### config.mk
export PLATFORM = sky130hd
export DESIGN_NAME = mreq_err_guard
export DESIGN_NICKNAME = d
export VERILOG_FILES = /design/src/rtl/mreq_err_pkg.sv /design/src/rtl/mreq_addr_window.sv /design/src/rtl/mreq_accept_timer.sv /design/src/rtl/mreq_err_capture.sv /design/src/rtl/mreq_err_guard.sv
export SDC_FILE = /design/constraint.sdc
export NUM_CORES = 1
export LEC_CHECK = 0
export BUFFER_PORTS_ARGS = -buffer_cell sky130_fd_sc_hd__buf_2
export CORE_MARGIN = 5
export CORE_UTILIZATION = 38
export DETAILED_ROUTE_END_ITERATION = 7
export PLACE_DENSITY = 0.77
export SLEW_MARGIN = 20
export SYNTH_ARGS = -nofsm -noshare
export SYNTH_HDL_FRONTEND = slang
export SYNTH_SLANG_ARGS = --single-unit
### constraint.sdc
create_clock -name clk -period 3.5 [get_ports clk]
set_input_delay 0.35 -clock clk [delete_from_list [all_inputs] [get_ports clk]]
set_output_delay 0.35 -clock clk [all_outputs]
set_load 0.05 [all_outputs]
### src/rtl/mreq_err_pkg.sv
package mreq_err_pkg;

    typedef enum logic [1:0] {
        KIND_NONE  = 2'b00,
        KIND_PWR   = 2'b01,
        KIND_RANGE = 2'b10,
        KIND_TMO   = 2'b11
    } err_kind_e;

endpackage

### src/rtl/mreq_addr_window.sv
module mreq_addr_window #(
    parameter int ADDR_W   = 16,
    parameter int NUM_INIT = 4,
    parameter int ID_W     = 2
) (
    input  logic [ID_W-1:0]            init_id,
    input  logic [ADDR_W-1:0]          addr,
    input  logic [NUM_INIT*ADDR_W-1:0] lo_flat,
    input  logic [NUM_INIT*ADDR_W-1:0] hi_flat,
    output logic                       in_window
);

    logic [NUM_INIT-1:0] hit;

    for (genvar g = 0; g < NUM_INIT; g++) begin : g_win
        logic [ADDR_W-1:0] lo_g;
        logic [ADDR_W-1:0] hi_g;
        assign lo_g   = lo_flat[g*ADDR_W +: ADDR_W];
        assign hi_g   = hi_flat[g*ADDR_W +: ADDR_W];
        assign hit[g] = (addr >= lo_g) && (addr <= hi_g);
    end

    always_comb begin
        in_window = 1'b0;
        for (int i = 0; i < NUM_INIT; i++) begin
            if (init_id == ID_W'(i)) begin
                in_window = hit[i];
            end
        end
    end

endmodule

### src/rtl/mreq_accept_timer.sv
module mreq_accept_timer #(
    parameter int CNT_W = 8
) (
    input  logic             clk,
    input  logic             rst_n,
    input  logic             req_valid,
    input  logic             req_accept,
    input  logic [CNT_W-1:0] cfg_limit,
    output logic             first_cycle,
    output logic             timeout_evt
);

    localparam logic [CNT_W-1:0] CNT_MAX = {CNT_W{1'b1}};

    typedef struct packed {
        logic [CNT_W-1:0] cnt;
        logic             fired;
    } tmr_state_t;

    tmr_state_t st_d, st_q;
    logic [CNT_W-1:0] cnt_inc;

    always_comb begin
        st_d        = st_q;
        timeout_evt = 1'b0;
        first_cycle = req_valid && (st_q.cnt == '0);
        cnt_inc     = (st_q.cnt != CNT_MAX) ? st_q.cnt + 1'b1 : st_q.cnt;
        if (req_valid && !req_accept) begin
            if (!st_q.fired) begin
                st_d.cnt = cnt_inc;
                if ((cfg_limit != '0) && (cnt_inc == cfg_limit)) begin
                    timeout_evt = 1'b1;
                    st_d.fired  = 1'b1;
                end
            end
        end else begin
            st_d.cnt   = '0;
            st_d.fired = 1'b0;
        end
    end

    always_ff @(posedge clk or negedge rst_n) begin
        if (!rst_n) begin
            st_q <= '0;
        end else begin
            st_q <= st_d;
        end
    end


    tmo_needs_limit_chk: assert property (@(posedge clk) disable iff (!rst_n)
        timeout_evt |-> (cfg_limit != '0));


    accept_restarts_chk: assert property (@(posedge clk) disable iff (!rst_n)
        (req_valid && req_accept) |=> (st_q.cnt == '0 && !st_q.fired));

endmodule

### src/rtl/mreq_err_capture.sv
module mreq_err_capture
    import mreq_err_pkg::*;
#(
    parameter int ADDR_W = 16
) (
    input  logic              clk,
    input  logic              rst_n,
    input  logic              evt_pwr,
    input  logic              evt_range,
    input  logic              evt_tmo,
    input  logic [ADDR_W-1:0] evt_addr,
    input  logic              sw_clr,
    output logic              err_valid,
    output logic [1:0]        err_kind,
    output logic [ADDR_W-1:0] err_addr
);

    typedef struct packed {
        logic              valid;
        err_kind_e         kind;
        logic [ADDR_W-1:0] addr;
    } cap_state_t;

    cap_state_t cs_d, cs_q;
    logic       any_evt;

    always_comb begin
        cs_d    = cs_q;
        any_evt = evt_pwr || evt_range || evt_tmo;
        if (sw_clr) begin
            cs_d.valid = 1'b0;
        end
        if (any_evt) begin
            cs_d.valid = 1'b1;
        end
        if (evt_pwr) begin
            cs_d.kind = KIND_PWR;
        end else if (evt_range) begin
            cs_d.kind = KIND_RANGE;
            cs_d.addr = evt_addr;
        end else if (evt_tmo) begin
            cs_d.kind = KIND_TMO;
        end
    end

    always_ff @(posedge clk or negedge rst_n) begin
        if (!rst_n) begin
            cs_q <= '{valid: 1'b0, kind: KIND_NONE, addr: '0};
        end else begin
            cs_q <= cs_d;
        end
    end

    assign err_valid = cs_q.valid;
    assign err_kind  = cs_q.kind;
    assign err_addr  = cs_q.addr;


    flag_sticky_chk: assert property (@(posedge clk) disable iff (!rst_n)
        (err_valid && !sw_clr) |=> err_valid);


    kind_set_when_valid_chk: assert property (@(posedge clk) disable iff (!rst_n)
        err_valid |-> (err_kind != 2'b00));


    addr_hold_chk: assert property (@(posedge clk) disable iff (!rst_n)
        !evt_range |=> $stable(err_addr));

endmodule

### src/rtl/mreq_err_guard.sv
module mreq_err_guard #(
    parameter int ADDR_W   = 16,
    parameter int NUM_INIT = 4,
    parameter int ID_W     = 2,
    parameter int CNT_W    = 8
) (
    input  logic                       clk,
    input  logic                       rst_n,
    input  logic                       up_req_valid,
    input  logic                       up_req_write,
    input  logic [ADDR_W-1:0]          up_req_addr,
    input  logic [ID_W-1:0]            up_req_init,
    output logic                       up_req_accept,
    output logic                       up_resp_err,
    output logic                       core_req_valid,
    output logic                       core_req_write,
    output logic [ADDR_W-1:0]          core_req_addr,
    input  logic                       core_req_accept,
    input  logic                       pwr_deep_down,
    input  logic [NUM_INIT*ADDR_W-1:0] win_lo,
    input  logic [NUM_INIT*ADDR_W-1:0] win_hi,
    input  logic [CNT_W-1:0]           cfg_timeout,
    input  logic                       sw_clr,
    output logic                       err_valid,
    output logic [1:0]                 err_kind,
    output logic [ADDR_W-1:0]          err_addr
);

    logic first_cycle;
    logic timeout_evt;
    logic in_window;
    logic pwr_hit;
    logic range_hit;

    mreq_addr_window #(
        .ADDR_W   (ADDR_W),
        .NUM_INIT (NUM_INIT),
        .ID_W     (ID_W)
    ) win_i (
        .init_id   (up_req_init),
        .addr      (up_req_addr),
        .lo_flat   (win_lo),
        .hi_flat   (win_hi),
        .in_window (in_window)
    );

    mreq_accept_timer #(
        .CNT_W (CNT_W)
    ) tmr_i (
        .clk         (clk),
        .rst_n       (rst_n),
        .req_valid   (up_req_valid),
        .req_accept  (up_req_accept),
        .cfg_limit   (cfg_timeout),
        .first_cycle (first_cycle),
        .timeout_evt (timeout_evt)
    );

    always_comb begin
        pwr_hit        = first_cycle && pwr_deep_down;
        range_hit      = first_cycle && !pwr_deep_down && !in_window;
        core_req_valid = up_req_valid && !pwr_hit;
        core_req_write = up_req_write;
        core_req_addr  = up_req_addr;
        up_resp_err    = pwr_hit;
        up_req_accept  = pwr_hit || (core_req_valid && core_req_accept);
    end

    mreq_err_capture #(
        .ADDR_W (ADDR_W)
    ) cap_i (
        .clk       (clk),
        .rst_n     (rst_n),
        .evt_pwr   (pwr_hit),
        .evt_range (range_hit),
        .evt_tmo   (timeout_evt),
        .evt_addr  (up_req_addr),
        .sw_clr    (sw_clr),
        .err_valid (err_valid),
        .err_kind  (err_kind),
        .err_addr  (err_addr)
    );


    pwr_block_chk: assert property (@(posedge clk) disable iff (!rst_n)
        (up_req_valid && pwr_deep_down && first_cycle)
            |-> (!core_req_valid && up_req_accept && up_resp_err));


    pwr_kind_chk: assert property (@(posedge clk) disable iff (!rst_n)
        up_resp_err |=> (err_valid && err_kind == 2'b01));


    accept_pass_chk: assert property (@(posedge clk) disable iff (!rst_n)
        (core_req_valid && core_req_accept) |-> up_req_accept);

endmodule

==> flow_metrics.env <==
export IMPL_post_drt_wl_per_cell_microns=15.2
export IMPL_fmax_mhz=356
export IMPL_path_class="reg2reg"
export IMPL_root_buffer="clkbuf_16"
export IMPL_cap_violations=0
export IMPL_crit_path_max_fanout=19
export IMPL_rr_worst_depth=7
export IMPL_post_cts_setup_buffers=0
export IMPL_die_area_sq_um=15300
export IMPL_die_h_microns=124
export IMPL_rows=41
export IMPL_finalSetupTns_ns=0
export IMPL_finalCriticalPeriod_ns=2.81
export IMPL_io_buffers=197
export IMPL_maxSlewViolCount=0
export IMPL_cp_end_kind="flop"
export IMPL_layout_setup_ws_ns=0.691
export IMPL_finalCritPeriodShare_pct=80.3
export IMPL_outcome="finished, final reports clean"
export IMPL_p_leak_nw=3.47
export IMPL_detailedPlace_worstSlack_ns=0.419
export IMPL_hp_class="in2async"
export IMPL_drive_gt1_share_pct=28.2
export IMPL_grt_pass1_vias=4730
export IMPL_rr_startpoint="tmr_i.st_q[3]"
export IMPL_cts_made_buffers=3
export IMPL_post_route_util_pct=47.7
export IMPL_netlist_area_sq_um=4900
export IMPL_syn2layout_area_growth_pct=23.1
export IMPL_regToRegEndpoint="cap_i.err_addr[12]"
export IMPL_hold_viol=0
export IMPL_cts_resized=0
export IMPL_yosysSeqAreaShare_pct=14.3
export IMPL_grt_pass1_wl_mm=22.9
export IMPL_antenna_found_initial=2
export IMPL_dp_hpwl_mm=12.6
export IMPL_viasPerCell=5.10
export IMPL_required_ns=3.65
export IMPL_drc=0
export IMPL_clk_pin_slew_worst_paths_ns=0.07
export IMPL_skew_ns=0.00503
export IMPL_insertedDiodeCount=0
export IMPL_start_util_pct=38.8
export IMPL_yosys_warnings=0
export IMPL_avgSynthCellArea_sq_um=7.95
export IMPL_cts_hold_fix_buffers=0
export IMPL_nets=1083
export IMPL_drt_iter0_drc=269
export IMPL_rsz0062_at_grt="false"
export IMPL_synth_flop_cell="dfrtp_1"
export IMPL_worst_slew_pin_slew_ns=0.648
export IMPL_power_mw=1.71
export IMPL_ir_drop_uv=179
export IMPL_core_sq_um=12600
export IMPL_met2_usage_pct=34.3
export IMPL_grt_busiest_layer="met2"
export IMPL_cts_htree_levels=1
export IMPL_powerDensity_nw_per_um2=283
export IMPL_grt_max_degree=29
export IMPL_cts_tree="done"
export IMPL_async_flop_share_pct=100
export IMPL_ys_ff_latch=28
export IMPL_arrival_ns=2.96
export IMPL_ant_nets=0
export IMPL_synth_distinct_cells=56
export IMPL_critPathLaunchType="flop"
export IMPL_syn_nets=907
export IMPL_dr_total_vias=4914
export IMPL_rrSetupSlack_ns=0.69
export IMPL_first_pass_iters=5
export IMPL_synth_edf_count=0
export IMPL_cts_path_max_buffers=2
export IMPL_die_x_microns=124
export IMPL_grt_ovfl_total=0
export IMPL_grt_use_met3_pct=2.88
export IMPL_setup_viol=0
export IMPL_slew_headroom_pct=56.8
export IMPL_wirelength_mm=14.7
export IMPL_cts_sinks=28
export IMPL_place_gp_congestion=0.916
export IMPL_syn_inst=616
export IMPL_ios=200
export IMPL_grt_met1_usage_pct=24.1
export IMPL_insertion_delay_ns=0.26
export IMPL_grt_usage_pct=18.9
## flip-flops by register name (all words and copies together) (netlist names)
| signal | cells |
|---|---|
| cap_i.err_valid | 1 |
| tmr_i.st_q | 9 |
| cap_i.err_addr | 16 |
| cap_i.err_kind | 2 |
## layout make-up
type / instances / area [sq um]
clock buffer: 3 / 75.1
multi-input combinational: 430 / 3520
clock inverter: 1 / 30.0
timing repair buffer: 197 / 986
inverter: 132 / 495
tap: 172 / 215
fill: 1306 / 6600
sequential: 28 / 701
## worst max-delay path by stage
stage	start	end	slack [ns]
after detailed placement	up_req_addr[15]	cap_i.err_addr[12]	0.42
after floorplan	tmr_i.st_q[1]	cap_i.err_kind[0]	1.04
after global placement	up_req_addr[15]	cap_i.err_addr[7]	0.44
final	tmr_i.st_q[3]	cap_i.err_addr[12]	0.69
after CTS	tmr_i.st_q[3]	cap_i.err_addr[12]	0.69
after global routing	tmr_i.st_q[3]	cap_i.err_addr[10]	0.54
## report_power, final
part / leakage (nW) / switching [mW] / total [mW] / internal (mW)
Sequential: 0.348 / 0.0400 / 0.431 / 0.391
Combinational: 3.07 / 0.604 / 0.942 / 0.338
Clock: 0.0511 / 0.107 / 0.335 / 0.228
Total: 3.47 / 0.751 / 1.71 / 0.956
## metal layers
metal	up-vias	routed length, microns
li1	2515	-
met1	2222	6350
met2	159	7210
met3	14	949
met4	4	140
met5	-	27
## through the flow
step	hold slack [ns]	instances	instance area, sq um
after global placement	0.420	959	5920
after global routing	0.164	963	6020
after floorplan	0.0544	616	4900
final	0.116	963	6020
after detailed placement	0.419	959	5920
after CTS	0.137	963	6020
## layout by cell type (no fill, tap or decap), drive strengths merged, types with 5 or more instances in the layout
cell,count
buf,197
inv,132
ha,130
a21oi,53
nand2,34
dfrtp,28
o21ai,25
nand4,24
nand3,23
nor2,21
mux2,16
o211ai,7
nor2b,6
a21o,6
o31ai,5
xnor2,5
nand2b,5
nor3,5
nor4,5
## cells by family (layout without fill, tap and decap cells)
| group | count (synthesis) | count (layout) | share of synthesized area [%] |
|---|---|---|---|
| xor+xnor | 8 | 8 | 1.43 |
| compound gates | 133 | 133 | 17.2 |
| buf+inv | 158 | 333 | 13.7 |
| mux | 18 | 18 | 4.63 |
| fa+ha+maj | 130 | 130 | 33.2 |
| flops | 28 | 28 | 14.3 |
| simple gates | 141 | 141 | 15.4 |
## synthesized netlist by cell type (2+ instances only)
cell type,number,area share [%]
inv_1,132,10
ha_1,130,33
a21oi_1,53,5.4
nand2_1,34,2.6
dfrtp_1,28,14
o21ai_0,25,2.6
nand3_1,23,2.4
nand4_1,23,2.9
nor2_1,21,1.6
buf_4,17,2.6
mux2_2,9,2.1
mux2_4,7,2.1
o211ai_1,7,1.1
a21o_1,6,0.92
clkbuf_1,6,0.46
nor2b_1,6,0.77
nand2b_1,5,0.64
nor3_1,5,0.51
o31ai_1,5,0.77
xnor2_1,5,0.89
a21boi_0,4,0.61
and4_1,4,0.72
nor4_1,4,0.51
o2111ai_1,4,0.72
or4_1,4,0.61
a211oi_1,3,0.46
a31oi_1,3,0.38
o41ai_1,3,0.54
xor2_1,3,0.54
a2111o_1,2,0.46
a211o_1,2,0.36
a221oi_1,2,0.36
a41oi_1,2,0.36
and2_1,2,0.26
buf_6,2,0.46
mux2i_1,2,0.41
nor3b_1,2,0.31
o311ai_0,2,0.36
or2_2,2,0.26
## critical path, cell delays in order, from the launching register on
cell and delay (ns):
dfrtp_1 0.48, or4_1 0.56, nor4_2 0.27, and2b_1 0.24, o2111ai_1 0.15, o22ai_2 0.17
nand4_4 0.38, mux2_4 0.43
Note: power is estimated with default switching activity, not from simulation.
